<file path="src/rtl/sgw_pkg.sv">
package sgw_pkg;

  localparam int WORD_W      = 32;
  localparam int SEG_LEN_W   = 28;
  localparam int SEG_ADDR_W  = 31;
  localparam int LAST_POS    = 31;
  localparam int ENTRY_SHIFT = 3;   // eight bytes per entry
  localparam int ADDR_WORD_OFS = 4; // second word of an entry

  typedef enum logic [2:0] {
    WS_IDLE,
    WS_LEN_REQ,
    WS_LEN_WAIT,
    WS_ADR_REQ,
    WS_ADR_WAIT,
    WS_EMIT
  } walk_state_e;

  function automatic logic [SEG_LEN_W-1:0] seg_len_of(input logic [WORD_W-1:0] w);
    return w[SEG_LEN_W-1:0];
  endfunction

  function automatic logic [SEG_ADDR_W-1:0] seg_addr_of(input logic [WORD_W-1:0] w);
    return w[SEG_ADDR_W-1:0];
  endfunction

  function automatic logic is_last(input logic [WORD_W-1:0] w);
    return w[LAST_POS];
  endfunction

endpackage

</file>
<file path="src/rtl/sgw_walk_ctrl.sv">
module sgw_walk_ctrl
  import sgw_pkg::*;
#(
  parameter int ADDR_W = 32,
  parameter int CNT_W  = 8
) (
  input  logic              clk,
  input  logic              rst_n,
  input  logic              start_i,
  input  logic [ADDR_W-1:0] base_i,
  input  logic [CNT_W-1:0]  max_i,
  output logic              req_valid_o,
  input  logic              req_ready_i,
  output logic [ADDR_W-1:0] req_addr_o,
  input  logic              rsp_valid_i,
  input  logic              rsp_err_i,
  output logic              cap_len_o,
  output logic              cap_addr_o,
  output logic              seg_valid_o,
  input  logic              seg_ready_i,
  input  logic              seg_last_i,
  output logic              busy_o,
  output logic              done_o,
  output logic              err_o,
  output logic              start_fire_o,
  output logic              seg_fire_o,
  output logic              rsp_take_o,
  output logic              walk_end_o
);

  function automatic logic [ADDR_W-1:0] align_entry(input logic [ADDR_W-1:0] b);
    return {b[ADDR_W-1:ENTRY_SHIFT], {ENTRY_SHIFT{1'b0}}};
  endfunction

  function automatic logic [ADDR_W-1:0] word_addr(input logic [ADDR_W-1:0] b,
                                                   input logic [CNT_W-1:0]  i,
                                                   input logic              second);
    logic [ADDR_W-1:0] ofs;
    ofs = ADDR_W'(i) << ENTRY_SHIFT;
    return b + ofs + (second ? ADDR_W'(ADDR_WORD_OFS) : '0);
  endfunction

  walk_state_e       st_q, st_d;
  logic [ADDR_W-1:0] base_q;
  logic [CNT_W-1:0]  idx_q, max_q;
  logic [CNT_W:0]    idx_inc;
  logic              limit_hit;
  logic              done_q, err_q;
  logic              in_wait;

  assign idx_inc   = {1'b0, idx_q} + {{CNT_W{1'b0}}, 1'b1};
  assign limit_hit = (idx_inc == {1'b0, max_q});
  assign in_wait   = (st_q == WS_LEN_WAIT) || (st_q == WS_ADR_WAIT);

  assign start_fire_o = start_i && (st_q == WS_IDLE);
  assign req_valid_o  = (st_q == WS_LEN_REQ) || (st_q == WS_ADR_REQ);
  assign req_addr_o   = word_addr(base_q, idx_q, st_q == WS_ADR_REQ);
  assign rsp_take_o   = rsp_valid_i && in_wait;
  assign cap_len_o    = rsp_take_o && !rsp_err_i && (st_q == WS_LEN_WAIT);
  assign cap_addr_o   = rsp_take_o && !rsp_err_i && (st_q == WS_ADR_WAIT);
  assign seg_valid_o  = (st_q == WS_EMIT);
  assign seg_fire_o   = seg_valid_o && seg_ready_i;
  assign busy_o       = (st_q != WS_IDLE);
  assign done_o       = done_q;
  assign err_o        = err_q;
  assign walk_end_o   = (start_fire_o && (max_i == '0))
                      || (rsp_take_o && rsp_err_i)
                      || (seg_fire_o && (seg_last_i || limit_hit));

  always_comb begin
    st_d = st_q;
    unique case (st_q)
      WS_IDLE:     if (start_i && (max_i != '0)) st_d = WS_LEN_REQ;
      WS_LEN_REQ:  if (req_ready_i) st_d = WS_LEN_WAIT;
      WS_LEN_WAIT: if (rsp_valid_i) st_d = rsp_err_i ? WS_IDLE : WS_ADR_REQ;
      WS_ADR_REQ:  if (req_ready_i) st_d = WS_ADR_WAIT;
      WS_ADR_WAIT: if (rsp_valid_i) st_d = rsp_err_i ? WS_IDLE : WS_EMIT;
      WS_EMIT:     if (seg_ready_i) st_d = (seg_last_i || limit_hit) ? WS_IDLE : WS_LEN_REQ;
      default:     st_d = WS_IDLE;
    endcase
  end

  always_ff @(posedge clk or negedge rst_n) begin
    if (!rst_n) begin
      st_q   <= WS_IDLE;
      base_q <= '0;
      max_q  <= '0;
      idx_q  <= '0;
      done_q <= 1'b0;
      err_q  <= 1'b0;
    end else begin
      st_q <= st_d;
      if (start_fire_o) begin
        base_q <= align_entry(base_i);
        max_q  <= max_i;
        idx_q  <= '0;
        done_q <= (max_i == '0);
        err_q  <= (max_i == '0);
      end else begin
        if (seg_fire_o && !walk_end_o) idx_q <= idx_inc[CNT_W-1:0];
        if (walk_end_o) begin
          done_q <= 1'b1;
          err_q  <= !(seg_fire_o && seg_last_i);
        end
      end
    end
  end

endmodule

</file>
<file path="src/rtl/sgw_seg_stage.sv">
module sgw_seg_stage
  import sgw_pkg::*;
(
  input  logic                  clk,
  input  logic                  rst_n,
  input  logic                  cap_len_i,
  input  logic                  cap_addr_i,
  input  logic [WORD_W-1:0]     word_i,
  output logic [SEG_ADDR_W-1:0] seg_addr_o,
  output logic [SEG_LEN_W-1:0]  seg_len_o,
  output logic                  seg_last_o
);

  logic [WORD_W-1:0] len_word_q, addr_word_q;

  always_ff @(posedge clk or negedge rst_n) begin
    if (!rst_n) begin
      len_word_q  <= '0;
      addr_word_q <= '0;
    end else begin
      if (cap_len_i)  len_word_q  <= word_i;
      if (cap_addr_i) addr_word_q <= word_i;
    end
  end

  assign seg_len_o  = seg_len_of(len_word_q);
  assign seg_last_o = is_last(len_word_q);
  assign seg_addr_o = seg_addr_of(addr_word_q);

endmodule

</file>
<file path="src/rtl/sgw_byte_acc.sv">
module sgw_byte_acc #(
  parameter int TOT_W = 32,
  parameter int LEN_W = 28
) (
  input  logic             clk,
  input  logic             rst_n,
  input  logic             clear_i,
  input  logic             add_i,
  input  logic [LEN_W-1:0] len_i,
  output logic [TOT_W-1:0] total_o
);

  always_ff @(posedge clk or negedge rst_n) begin
    if (!rst_n)       total_o <= '0;
    else if (clear_i) total_o <= '0;
    else if (add_i)   total_o <= total_o + TOT_W'(len_i);
  end

endmodule

</file>
<file path="src/rtl/sgw_walker.sv">
module sgw_walker
  import sgw_pkg::*;
#(
  parameter int ADDR_W = 32,
  parameter int CNT_W  = 8,
  parameter int TOT_W  = 32
) (
  input  logic                  clk,
  input  logic                  rst_n,
  input  logic                  start,
  input  logic [ADDR_W-1:0]     base_addr,
  input  logic [CNT_W-1:0]      max_entries,
  output logic                  rd_req_valid,
  input  logic                  rd_req_ready,
  output logic [ADDR_W-1:0]     rd_req_addr,
  input  logic                  rd_rsp_valid,
  input  logic [31:0]           rd_rsp_data,
  input  logic                  rd_rsp_err,
  output logic                  seg_valid,
  input  logic                  seg_ready,
  output logic [30:0]           seg_addr,
  output logic [27:0]           seg_len,
  output logic                  seg_last,
  output logic                  busy,
  output logic                  done,
  output logic                  err,
  output logic [TOT_W-1:0]      byte_total
);

  // named internal events, observed by the bound checker
  logic start_fire_w, seg_fire_w, rsp_take_w, walk_end_w;
  logic cap_len_w, cap_addr_w;

  sgw_walk_ctrl #(.ADDR_W(ADDR_W), .CNT_W(CNT_W)) ctrl_i (
    .clk          (clk),
    .rst_n        (rst_n),
    .start_i      (start),
    .base_i       (base_addr),
    .max_i        (max_entries),
    .req_valid_o  (rd_req_valid),
    .req_ready_i  (rd_req_ready),
    .req_addr_o   (rd_req_addr),
    .rsp_valid_i  (rd_rsp_valid),
    .rsp_err_i    (rd_rsp_err),
    .cap_len_o    (cap_len_w),
    .cap_addr_o   (cap_addr_w),
    .seg_valid_o  (seg_valid),
    .seg_ready_i  (seg_ready),
    .seg_last_i   (seg_last),
    .busy_o       (busy),
    .done_o       (done),
    .err_o        (err),
    .start_fire_o (start_fire_w),
    .seg_fire_o   (seg_fire_w),
    .rsp_take_o   (rsp_take_w),
    .walk_end_o   (walk_end_w)
  );

  sgw_seg_stage stage_i (
    .clk        (clk),
    .rst_n      (rst_n),
    .cap_len_i  (cap_len_w),
    .cap_addr_i (cap_addr_w),
    .word_i     (rd_rsp_data),
    .seg_addr_o (seg_addr),
    .seg_len_o  (seg_len),
    .seg_last_o (seg_last)
  );

  sgw_byte_acc #(.TOT_W(TOT_W), .LEN_W(SEG_LEN_W)) acc_i (
    .clk     (clk),
    .rst_n   (rst_n),
    .clear_i (start_fire_w),
    .add_i   (seg_fire_w),
    .len_i   (seg_len),
    .total_o (byte_total)
  );

endmodule

</file>
<file path="config.mk">
export PLATFORM = sky130hd
export DESIGN_NAME = sgw_walker
export DESIGN_NICKNAME = d
export VERILOG_FILES = /design/src/rtl/sgw_pkg.sv /design/src/rtl/sgw_walk_ctrl.sv /design/src/rtl/sgw_seg_stage.sv /design/src/rtl/sgw_byte_acc.sv /design/src/rtl/sgw_walker.sv
export SDC_FILE = /design/constraint.sdc
export NUM_CORES = 1
export LEC_CHECK = 0
export BUFFER_PORTS_ARGS = -buffer_cell sky130_fd_sc_hd__buf_2
export CELL_PAD_IN_SITES_DETAIL_PLACEMENT = 1
export CELL_PAD_IN_SITES_GLOBAL_PLACEMENT = 1
export CORE_UTILIZATION = 37
export CTS_CLUSTER_SIZE = 10
export DETAILED_ROUTE_END_ITERATION = 16
export HOLD_SLACK_MARGIN = 0.02
export PLACE_DENSITY = 0.89
export SLEW_MARGIN = 15
export SYNTH_ARGS = -nofsm -noshare
export SYNTH_HDL_FRONTEND = slang
export SYNTH_SLANG_ARGS = --single-unit
</file>
<file path="constraint.sdc">
create_clock -name clk -period 2.5 [get_ports clk]
set_input_delay 0.25 -clock clk [delete_from_list [all_inputs] [get_ports clk]]
set_output_delay 0.25 -clock clk [all_outputs]
set_load 0.1 [all_outputs]
</file>
==> impl_metrics.tcl <==
set metrics [dict create \
    dp_hpwl_microns 19330 \
    top_usage_layer "met2" \
    holdWs_ns 0.04249 \
    finalCoreUtilization_pct 59.09 \
    cts_tree "built" \
    layout.nets 1257 \
    grt_pass1_wl_microns 43710 \
    clkLatencyLatePin_ns 0.42 \
    critPathBufInv 3 \
    drt-total-wl_microns 28710 \
    synth_edf_count 0 \
    num_antenna_cells 0 \
    rsz0062_at_grt "true" \
    h-tree-depth 4 \
    syn_area_sq_mm 0.008070 \
    clk_pin_slew_ns 0.06 \
    crit_path_end_kind "output port" \
    ios 208 \
    core_sq_mm 0.02122 \
    placedCellCount 1351 \
    clk_path_buf_depth 2 \
    layout_min_cycle_time_ns 3.034 \
    antenna_found_initial 0 \
    start_kind "flop" \
    num_rows 53 \
    start_util_pct 38.03 \
    cpMostUsedCell "o21ai_2" \
    use_met2_pct 46.00 \
    drive_gt1_share_pct 49.05 \
    critPathSlowestCell "dfrtp_1" \
    syn_to_final_growth_pct 55.38 \
    synth_ff_type "dfrtp_1" \
    grtUsageMet3_pct 4.055 \
    via_per_inst 5.466 \
    cts_buffers 17 \
    post-route-period-util_pct 121.3 \
    yosysUniqueCellTypes 69 \
    worst_slack_ns -0.5336 \
    crit_family "compound AO/OA/AOI/OAI gates" \
    fin_skew_ns 0.008818 \
    synthCells 840 \
    synth_seq_cells 142 \
    die_h_microns 149.7 \
    io_buffers 202 \
    gr-usage-all-layers_pct 25.03 \
    crit_fanout 7 \
    slew_violations 0 \
    critPathRequiredTime_ns 2.25 \
    fmax_mhz 329.6 \
    crit_type "flop to output port" \
    status "finished with violations" \
    worstPathArrival_ns 2.78 \
    tightest_slew_ns 0.6168 \
    async_reset_ff_share_pct 100.0 \
    hold_path_class "input port to flop" \
    yosys_warnings 0 \
    ys_seq_area_share_pct 44.03 \
    wl_per_cell_microns 20.12 \
    drc 0 \
    dieArea_sq_mm 0.02241 \
    avgSynthCellArea_sq_um 9.607 \
    final_cells 1427 \
    dpl-instance-area_sq_mm 0.01109 \
    fin_area_sq_mm 0.01254 \
    cap_violations 0 \
    ant_nets 0 \
    grt_overflow 0 \
    globalRouteMet1Util_pct 28.86 \
    fillers 2283 \
    crit_chain "ha_4 -> inv_2 -> fa_2 -> nor2b_2 -> o21ai_2 -> a21boi_2 -> o21ai_2 -> a21oi_2 -> buf_6 -> nand4_1 -> xnor2_4 -> buf_12" \
    max_stage_delay_ns 0.39 \
    clock_sinks 142 \
    gp_congestion 0.8441 \
    root_buffer "clkbuf_16" \
    drt-initial-drc-count 242 \
    fp.dieW_microns 149.7 \
    grt_max_degree 54 \
    setup_viol 38 \
    hold_viol_final 0 \
    via_count 7800 \
    max_slew_margin_pct 58.73 \
    grt_pass1_vias 8557 \
    violations "negative setup slack" \
    dr.pass1.iters 4 \
]
## registers in the layout (all words and copies together), names as in the netlist
name and cells:
acc_i.total_o 32, stage_i.addr_word_q 31, ctrl_i.base_q 29, stage_i.len_word_q 29
ctrl_i.idx_q 8, ctrl_i.max_q 8, ctrl_i.st_q 3, ctrl_i.done_o 1
ctrl_i.err_o 1
## synth_stat cells (5+ instances only)
cell type,instances,area share [%]
nand2_1,182,8.5
dfrtp_1,142,44
mux2_2,60,8.4
o21ai_0,48,3.0
xnor2_1,42,4.6
ha_1,37,5.7
nor2_1,34,1.6
a21oi_1,30,1.9
nand3_1,25,1.6
clkbuf_1,20,0.93
inv_1,18,0.84
nor3_1,16,0.99
and3_1,15,1.2
o21a_1,12,1.1
a21o_1,11,1.0
nand4_1,11,0.85
xor2_1,11,1.2
nor2b_1,8,0.62
a211oi_1,7,0.65
a31oi_1,6,0.47
buf_1,6,0.28
nand2b_1,6,0.47
a211o_1,5,0.54
and2_1,5,0.39
o2111ai_1,5,0.54
o21bai_1,5,0.47
## through the flow
step	setup TNS (ns)	worst slack, ns
finish	-10.87	-0.5336
global route	-16.33	-0.6875
CTS	-10.98	-0.5982
detailed placement	-3.070	-0.2141
global placement	-0.9792	-0.1157
floorplan	-4.281	-0.4159
## what timing repair did
item / CTS / global route
setup endpoints to repair: 38 / 54
pin swaps: 36 / 35
setup buffers: 19 / 19
hold buffers: 9 / 0
hold endpoints to repair: 59 / 0
resized for setup: 40 / 58
gates cloned: 1 / 0
## per-layer routing
layer / vias up / share of wire (%)
li1: 3579 / -
met1: 3955 / 40
met2: 217 / 53
met3: 49 / 3.8
met4: 0 / 2.5
met5: - / 0
## area by class of cell
type | count | area (sq um) | share of cell area, %
sequential | 142 | 3680 | 29.35
tap | 275 | 344.1 | 2.744
timing repair buffer | 308 | 2327 | 18.56
inverter | 18 | 67.56 | 0.5388
multi-input combinational | 652 | 5518 | 44.00
clock inverter | 11 | 142.6 | 1.138
clock buffer | 21 | 460.4 | 3.672
## tightest hold or removal path, stage by stage
cell and delay, ns:
buf_2 0.09, nand2_1 0.04, nand2_1 0.05
## cell families (layout without fill, tap and decap cells)
| family | Yosys count | in the layout | synth area share (%) |
|---|---|---|---|
| buf+inv | 48 | 358 | 2.356 |
| flops | 142 | 142 | 44.03 |
| fa+ha+maj | 40 | 40 | 6.357 |
| compound gates | 168 | 168 | 14.17 |
| mux | 62 | 62 | 8.620 |
| other cells | 1 | 2 | 0.04647 |
| simple gates | 325 | 326 | 18.33 |
| xor+xnor | 54 | 54 | 6.093 |
## layout by cell type (no fill, tap or decap), types with 13 or more instances in the layout
| cell type | instances |
|---|---|
| ha_4 | 17 |
| mux2_2 | 60 |
| clkbuf_16 | 17 |
| buf_4 | 79 |
| dfrtp_1 | 95 |
| a21oi_1 | 23 |
| buf_12 | 30 |
| buf_6 | 14 |
| dfrtp_2 | 20 |
| ha_1 | 18 |
| o21ai_0 | 35 |
| xnor2_1 | 19 |
| inv_1 | 16 |
| and3_1 | 14 |
| buf_2 | 174 |
| nand3_1 | 13 |
| dfrtp_4 | 27 |
| xnor2_4 | 20 |
| nor2_1 | 31 |
| nand2_1 | 176 |
## worst paths after layout
| kind | start | to | slack, ns | cells after the start |
|---|---|---|---|---|
| setup / recovery | ctrl_i.base_q[3]$_DFFE_PN0P_ | rd_req_addr[29] | -0.53 | 12 |
| hold / removal | max_entries[0] | ctrl_i.max_q[0]$_DFFE_PN0P_ | 0.04 | 3 |
| setup reg to reg | acc_i.total_o[0]$_DFFE_PN0P_ | acc_i.total_o[26]$_DFFE_PN0P_ | -0.20 | 10 |
| hold reg to reg | ctrl_i.base_q[8]$_DFFE_PN0P_ | ctrl_i.base_q[8]$_DFFE_PN0P_ | 0.49 | 2 |
| max in group asynchronous | rst_n | stage_i.len_word_q[9]$_DFFE_PN0P_ | 1.43 | 3 |
| min in group asynchronous | rst_n | stage_i.addr_word_q[14]$_DFFE_PN0P_ | 0.35 | 2 |
Power is not shown: default switching activity piles up to over one toggle a cycle in this logic, so the estimate is an artifact.
